**config.mk**
```make
export PLATFORM = sky130hd
export DESIGN_NAME = lower_miss_sequencer
export DESIGN_NICKNAME = d
export VERILOG_FILES = /design/src/rtl/lower_miss_sequencer.sv
export SDC_FILE = /design/constraint.sdc
export NUM_CORES = 1
export LEC_CHECK = 0
export BUFFER_PORTS_ARGS = -buffer_cell sky130_fd_sc_hd__buf_2
export CAP_MARGIN = 15
export CORE_ASPECT_RATIO = 1.25
export CORE_MARGIN = 8
export CORE_UTILIZATION = 39
export CTS_CLUSTER_DIAMETER = 50
export DETAILED_ROUTE_END_ITERATION = 8
export HOLD_SLACK_MARGIN = 0.05
export RECOVER_POWER = 50
export SYNTH_ARGS = -nofsm -noshare
export SYNTH_HDL_FRONTEND = slang
export SYNTH_SLANG_ARGS = --single-unit
export TNS_END_PERCENT = 5
```
**constraint.sdc**
```tcl
create_clock -name clk -period 4.7 [get_ports clk]
set_input_delay 0.47 -clock clk [delete_from_list [all_inputs] [get_ports clk]]
set_output_delay 0.47 -clock clk [all_outputs]
set_load 0.03 [all_outputs]
```
**src/rtl/lower_miss_sequencer.sv**
```systemverilog
module lower_miss_sequencer #(
  parameter int MEM_LAT   = 23,
  parameter int CLK_RATIO = 4,
  parameter int CNT_W     = 8
) (
  input  logic             clk,
  input  logic             rst_n,
  input  logic             req_valid,
  input  logic             req_is_fetch,
  input  logic             l2_hit,
  input  logic             l3_hit,
  input  logic             reload_busy,
  output logic             done,
  output logic [CNT_W-1:0] done_cycles,
  output logic             bus_miss
);

  localparam int LW = $clog2(MEM_LAT + 4);
  localparam int DW = $clog2(CLK_RATIO + 1);

  typedef enum logic [3:0] {
    S_IDLE, S_DET, S_BARB, S_LARB, S_LOOK, S_ALGN, S_MEM, S_FWD, S_DLV
  } st_t;

  st_t              st;
  logic [LW-1:0]    left;
  logic [CNT_W-1:0] tot;
  logic [DW-1:0]    div;
  logic             fetch;

  wire          last       = (left == '0);
  wire [DW-1:0] div_nx     = (div == DW'(CLK_RATIO - 1)) ? '0 : div + 1'b1;
  wire          aligned_nx = (div_nx == '0);

  always_ff @(posedge clk or negedge rst_n)
    if (!rst_n) div <= '0;
    else        div <= div_nx;

  always_ff @(posedge clk or negedge rst_n) begin
    if (!rst_n) begin
      st          <= S_IDLE;
      left        <= '0;
      tot         <= '0;
      fetch       <= 1'b0;
      done        <= 1'b0;
      done_cycles <= '0;
      bus_miss    <= 1'b0;
    end else begin
      done     <= 1'b0;
      bus_miss <= 1'b0;
      if (st != S_IDLE) tot <= tot + 1'b1;
      case (st)
        S_IDLE:
          if (req_valid) begin
            st    <= S_DET;
            left  <= LW'(1);
            tot   <= CNT_W'(1);
            fetch <= req_is_fetch;
          end
        S_DET:
          if (last) begin
            st   <= S_BARB;
            left <= fetch ? LW'(2) : '0;
          end else left <= left - 1'b1;
        S_BARB:
          if (last) st <= S_LARB;
          else      left <= left - 1'b1;
        S_LARB:
          if (!reload_busy) begin
            st   <= S_LOOK;
            left <= LW'(3);
          end
        S_LOOK:
          if (left == LW'(1) && l2_hit) st <= S_FWD;
          else if (!last) left <= left - 1'b1;
          else if (!l3_hit) begin
            st       <= S_IDLE;
            bus_miss <= 1'b1;
          end else if (aligned_nx) begin
            st   <= S_MEM;
            left <= LW'(MEM_LAT - 1);
          end else st <= S_ALGN;
        S_ALGN:
          if (aligned_nx) begin
            st   <= S_MEM;
            left <= LW'(MEM_LAT - 1);
          end
        S_MEM:
          if (last) st <= S_FWD;
          else      left <= left - 1'b1;
        S_FWD: begin
          st   <= S_DLV;
          left <= fetch ? LW'(2) : '0;
        end
        S_DLV:
          if (last) begin
            st          <= S_IDLE;
            done        <= 1'b1;
            done_cycles <= tot;
          end else left <= left - 1'b1;
        default: st <= S_IDLE;
      endcase
    end
  end

  assert_excl_pulse_R10: assert property (@(posedge clk) disable iff (!rst_n)
    !(done && bus_miss));
  assert_done_single_R10: assert property (@(posedge clk) disable iff (!rst_n)
    done |=> !done);
  assert_miss_single_R7: assert property (@(posedge clk) disable iff (!rst_n)
    bus_miss |=> !bus_miss);
  assert_done_floor_R3: assert property (@(posedge clk) disable iff (!rst_n)
    done |-> (done_cycles >= CNT_W'(9)));
  assert_stall_hold_R8: assert property (@(posedge clk) disable iff (!rst_n)
    (st == S_LARB && reload_busy) |=> (st == S_LARB));
  assert_l2_wins_R4: assert property (@(posedge clk) disable iff (!rst_n)
    (st == S_LOOK && left == LW'(1) && l2_hit) |=> (st == S_FWD));
  assert_mem_aligned_R6: assert property (@(posedge clk) disable iff (!rst_n)
    (st == S_MEM && $past(st) != S_MEM) |-> (div == '0));
  assert_busy_ignore_R9: assert property (@(posedge clk) disable iff (!rst_n)
    (st != S_IDLE && st != S_DLV && st != S_LOOK) |=> (st != S_IDLE));

endmodule

```
==> impl_metrics.csv <==
group,metric,value,unit
power_and_ir_drop,share_seq_of_total_power,36.6,%
routing,postRouteAntennaNets,0,
clock_tree,cts_buffers,5,
die,io_pins,17,
worst_setup_path,required,4860,ps
timing,fmax,420.1,MHz
worst_setup_path,crit_arrival,2540,ps
synthesis,synthArstFlopShare,100.0,%
synthesis,yosys.area.top_type,"dfrtp_1",
global_route,overflow,0,
place,port-buffer-count,16,
die,dieArea,7195,sq um
worst_setup_path,end_kind,"flip-flop",
cells_and_area,final_common_cell,"dfrtp_1",
die,start_util,39.55,%
routing,routed_wl,4004,um
worst_setup_path,reg2reg_to,"done_cycles[0]",
routing,drt_iter0_drc,77,
timing,setup_viol,0,
cells_and_area,finalNetCount,212,
die,fp.dieW,77.49,um
routing,drc,0,
place,place_congestion,0.8488,
synthesis,yosys_warnings,0,
run_status,violations,"max-capacitance violations, max-slew violations",
power_and_ir_drop,ir_drop,0.2554,mV
worst_setup_path,rrSetupSlack,2320,ps
synthesis,synth_seq_cells,31,
cells_and_area,n_fill_cell,447,
clock_tree,ctsHtreeMaxLevel,2,
power_and_ir_drop,power.switching,0.0005904,W
clock_tree,clock_latency,280,ps
timing,drv_slew,32,
clock_tree,post_cts_buffers,0,
cells_and_area,diodes,0,
timing,finalSetupTns,0,ps
cells_and_area,area_delta_synth_final,9.505,%
global_route,grtUsageTotal,11.83,%
run,cap_violations,1,
timing,clock_skew,6.649,ps
power_and_ir_drop,power,0.001346,W
die,coreArea,4659,sq um
timing,fin_crit_sh,50.64,%
global_route,grt_pass1_vias,1394,
timing,finalHoldViolCount,0,
timing,rsz0062_at_grt,"false",
clock_tree,cts_buffer_depth,2,
clock_tree,cts_resized,0,
cells_and_area,mostFrequentLayoutCells,"dfrtp_1 (31), o21ai_0 (14), nor2_1 (13), buf_2 (13)",
worst_setup_path,start_kind,"flip-flop",
clock_tree,cts_tree,"built",
synthesis,synth_edf_count,0,
worst_setup_path,critPathKind,"reg -> reg",
clock_tree,cts.sinks,31,
timing,min_period,2380,ps
power_and_ir_drop,comb_power_share,48.8,%
global_route,antenna_found_initial,0,
routing,drtPass1Iterations,4,
synthesis,syn_nets,200,
min_path,hold_path.class,"in -> reg",
clock_tree,cts_hold_buf,0,
worst_setup_path,cp-startpoint,"left[0]",
synthesis,netlist_top_cells_area,"dfrtp_1 (42%), mux2_4 (6.5%), o21ai_0 (3.8%)",
run_status,run_status,"finished with violations",
routing,via_per_inst,5.655,
die,dieHeight,92.86,um
power_and_ir_drop,p_sw_share,43.85,%
timing,worstMarginPinSlew,1635,ps
die,rows,28,
power_and_ir_drop,power.share.clock,14.7,%
cells_and_area,utilization,43.31,%
synthesis,syn-cell-area,1843,sq um
synthesis,ys.flop_type,"dfrtp_1",
worst_setup_path,crit_end,"done_cycles[0]",
routing,post_drt_wl_per_cell,15.34,um
cells_and_area,drive_above_1_share,19.40,%
synthesis,ys_seq_area_share,42.09,%
worst_setup_path,timing.rr.start,"left[0]",
routing,num_vias,1476,
synthesis,ys_types,58,
global_route,grt_pass1_wl,6906,um
power_and_ir_drop,power.density,667.2,nW/um^2
clock_tree,cts_root_buf,"clkbuf_8",
synthesis,synth_top_cell_area_share,42.09,%
synthesis,synth_area_per_cell,9.803,sq um
synthesis,syn_inst,188,
global_route,grt_max_degree,32,
worst_setup_path,reg2reg_depth,5,
timing,max_slew_margin,-8.998,%
power_and_ir_drop,internal_power,0.0007560,W
place,post-dp-hpwl,2891,um
power_and_ir_drop,leakage,0.9250,nW
clock_tree,clk_pin_slew_worst_paths,70,ps
worst_setup_path,critPathMaxFanout,9,
==> critical path, cell delays in order, from the launching register on <==
cell,delay [ps]
dfrtp_1,390
inv_1,120
ha_1,190
or4b_1,580
or3_1,590
mux2_4,380
==> state kept, by name (all words and copies together), names as in the netlist <==
| name | flops |
|---|---|
| bus_miss | 1 |
| div | 3 |
| done | 1 |
| done_cycles | 8 |
| fetch | 1 |
| left | 5 |
| st | 4 |
| tot | 8 |
==> through the flow <==
| step | area [sq um] | setup slack (ps) | instances | hold WS (ps) |
|---|---|---|---|---|
| after floorplan | 1843 | 2612 | 188 | 174.4 |
| after global placement | 1941 | 2383 | 253 | 418.3 |
| after detailed placement | 1941 | 2320 | 253 | 429.2 |
| after CTS | 2022 | 2300 | 261 | 256.0 |
| after global routing | 2018 | 2212 | 261 | 413.3 |
| final | 2018 | 2320 | 261 | 420.7 |
==> cells in the mapped netlist (all sizes together) (2+ instances only) <==
master  number
xor2         3
or4b         2
a32o         2
mux2        11
a21boi       2
o31ai        2
o311ai       2
nor2        13
mux2i        2
or3          3
nand4        2
a21oi        6
nor3         5
and2         2
o211ai       3
nand3b       2
inv         10
nor2b        2
nand2       10
nand2b       6
nand3        8
clkbuf       5
o21ai       16
dfrtp       31
and3         5
o22ai        2
buf          6
ha           5
==> area by class of cell <==
type / count / area (sq um) / area share (%)
inverters: 10 / 37.54 / 1.860
repair buffers: 16 / 76.32 / 3.782
flip-flops and latches: 31 / 775.7 / 38.44
multi-input cells: 136 / 972.2 / 48.17
clock inverters: 1 / 5.005 / 0.2480
well taps: 60 / 75.07 / 3.720
clock buffers: 7 / 76.32 / 3.782
==> cell families (layout without fill, tap and decap cells) <==
| logic type | count (synthesis) | after routing | share of synthesized area [%] |
|---|---|---|---|
| XOR/XNOR | 3 | 3 | 1.426 |
| buffers and inverters | 21 | 34 | 5.160 |
| AO/OA/AOI/OAI | 48 | 48 | 18.13 |
| AND/OR/NAND/NOR | 67 | 67 | 20.37 |
| flip-flops | 31 | 31 | 42.09 |
| adder cells (fa/ha/maj) | 5 | 5 | 3.394 |
| multiplexers | 13 | 13 | 9.437 |
==> metal layers <==
| layer | global-route usage (%) | routed length [um] | vias up |
|---|---|---|---|
| li1 | - | - | 720 |
| met1 | 13.97 | 1764 | 719 |
| met2 | 19.07 | 1980 | 30 |
| met3 | 4.360 | 198 | 7 |
| met4 | 4.574 | 60 | 0 |
| met5 | 0 | 0 | - |
==> worst min path at each step <==
| stage | startpoint | endpoint | depth (start not counted) |
|---|---|---|---|
| finish | req_is_fetch | fetch | 2 |
| global route | req_is_fetch | fetch | 2 |
| CTS | rst_n | done | 1 |
| detailed placement | div[0] | div[0] | 1 |
| global placement | div[0] | div[0] | 1 |
| floorplan | rst_n | bus_miss | 0 |
==> power groups by stage <==
stage	clock network (W)	logic, W	registers (W)
final	0.000198	0.000656	0.000492
after global routing	0.000221	0.000733	0.000511
after CTS	0.000208	0.000656	0.000489
after detailed placement	0	0.000652	0.000494
after global placement	0	0.000650	0.000496
after floorplan	0	0.000549	0.000454
Power figures use the tool's default switching activity.
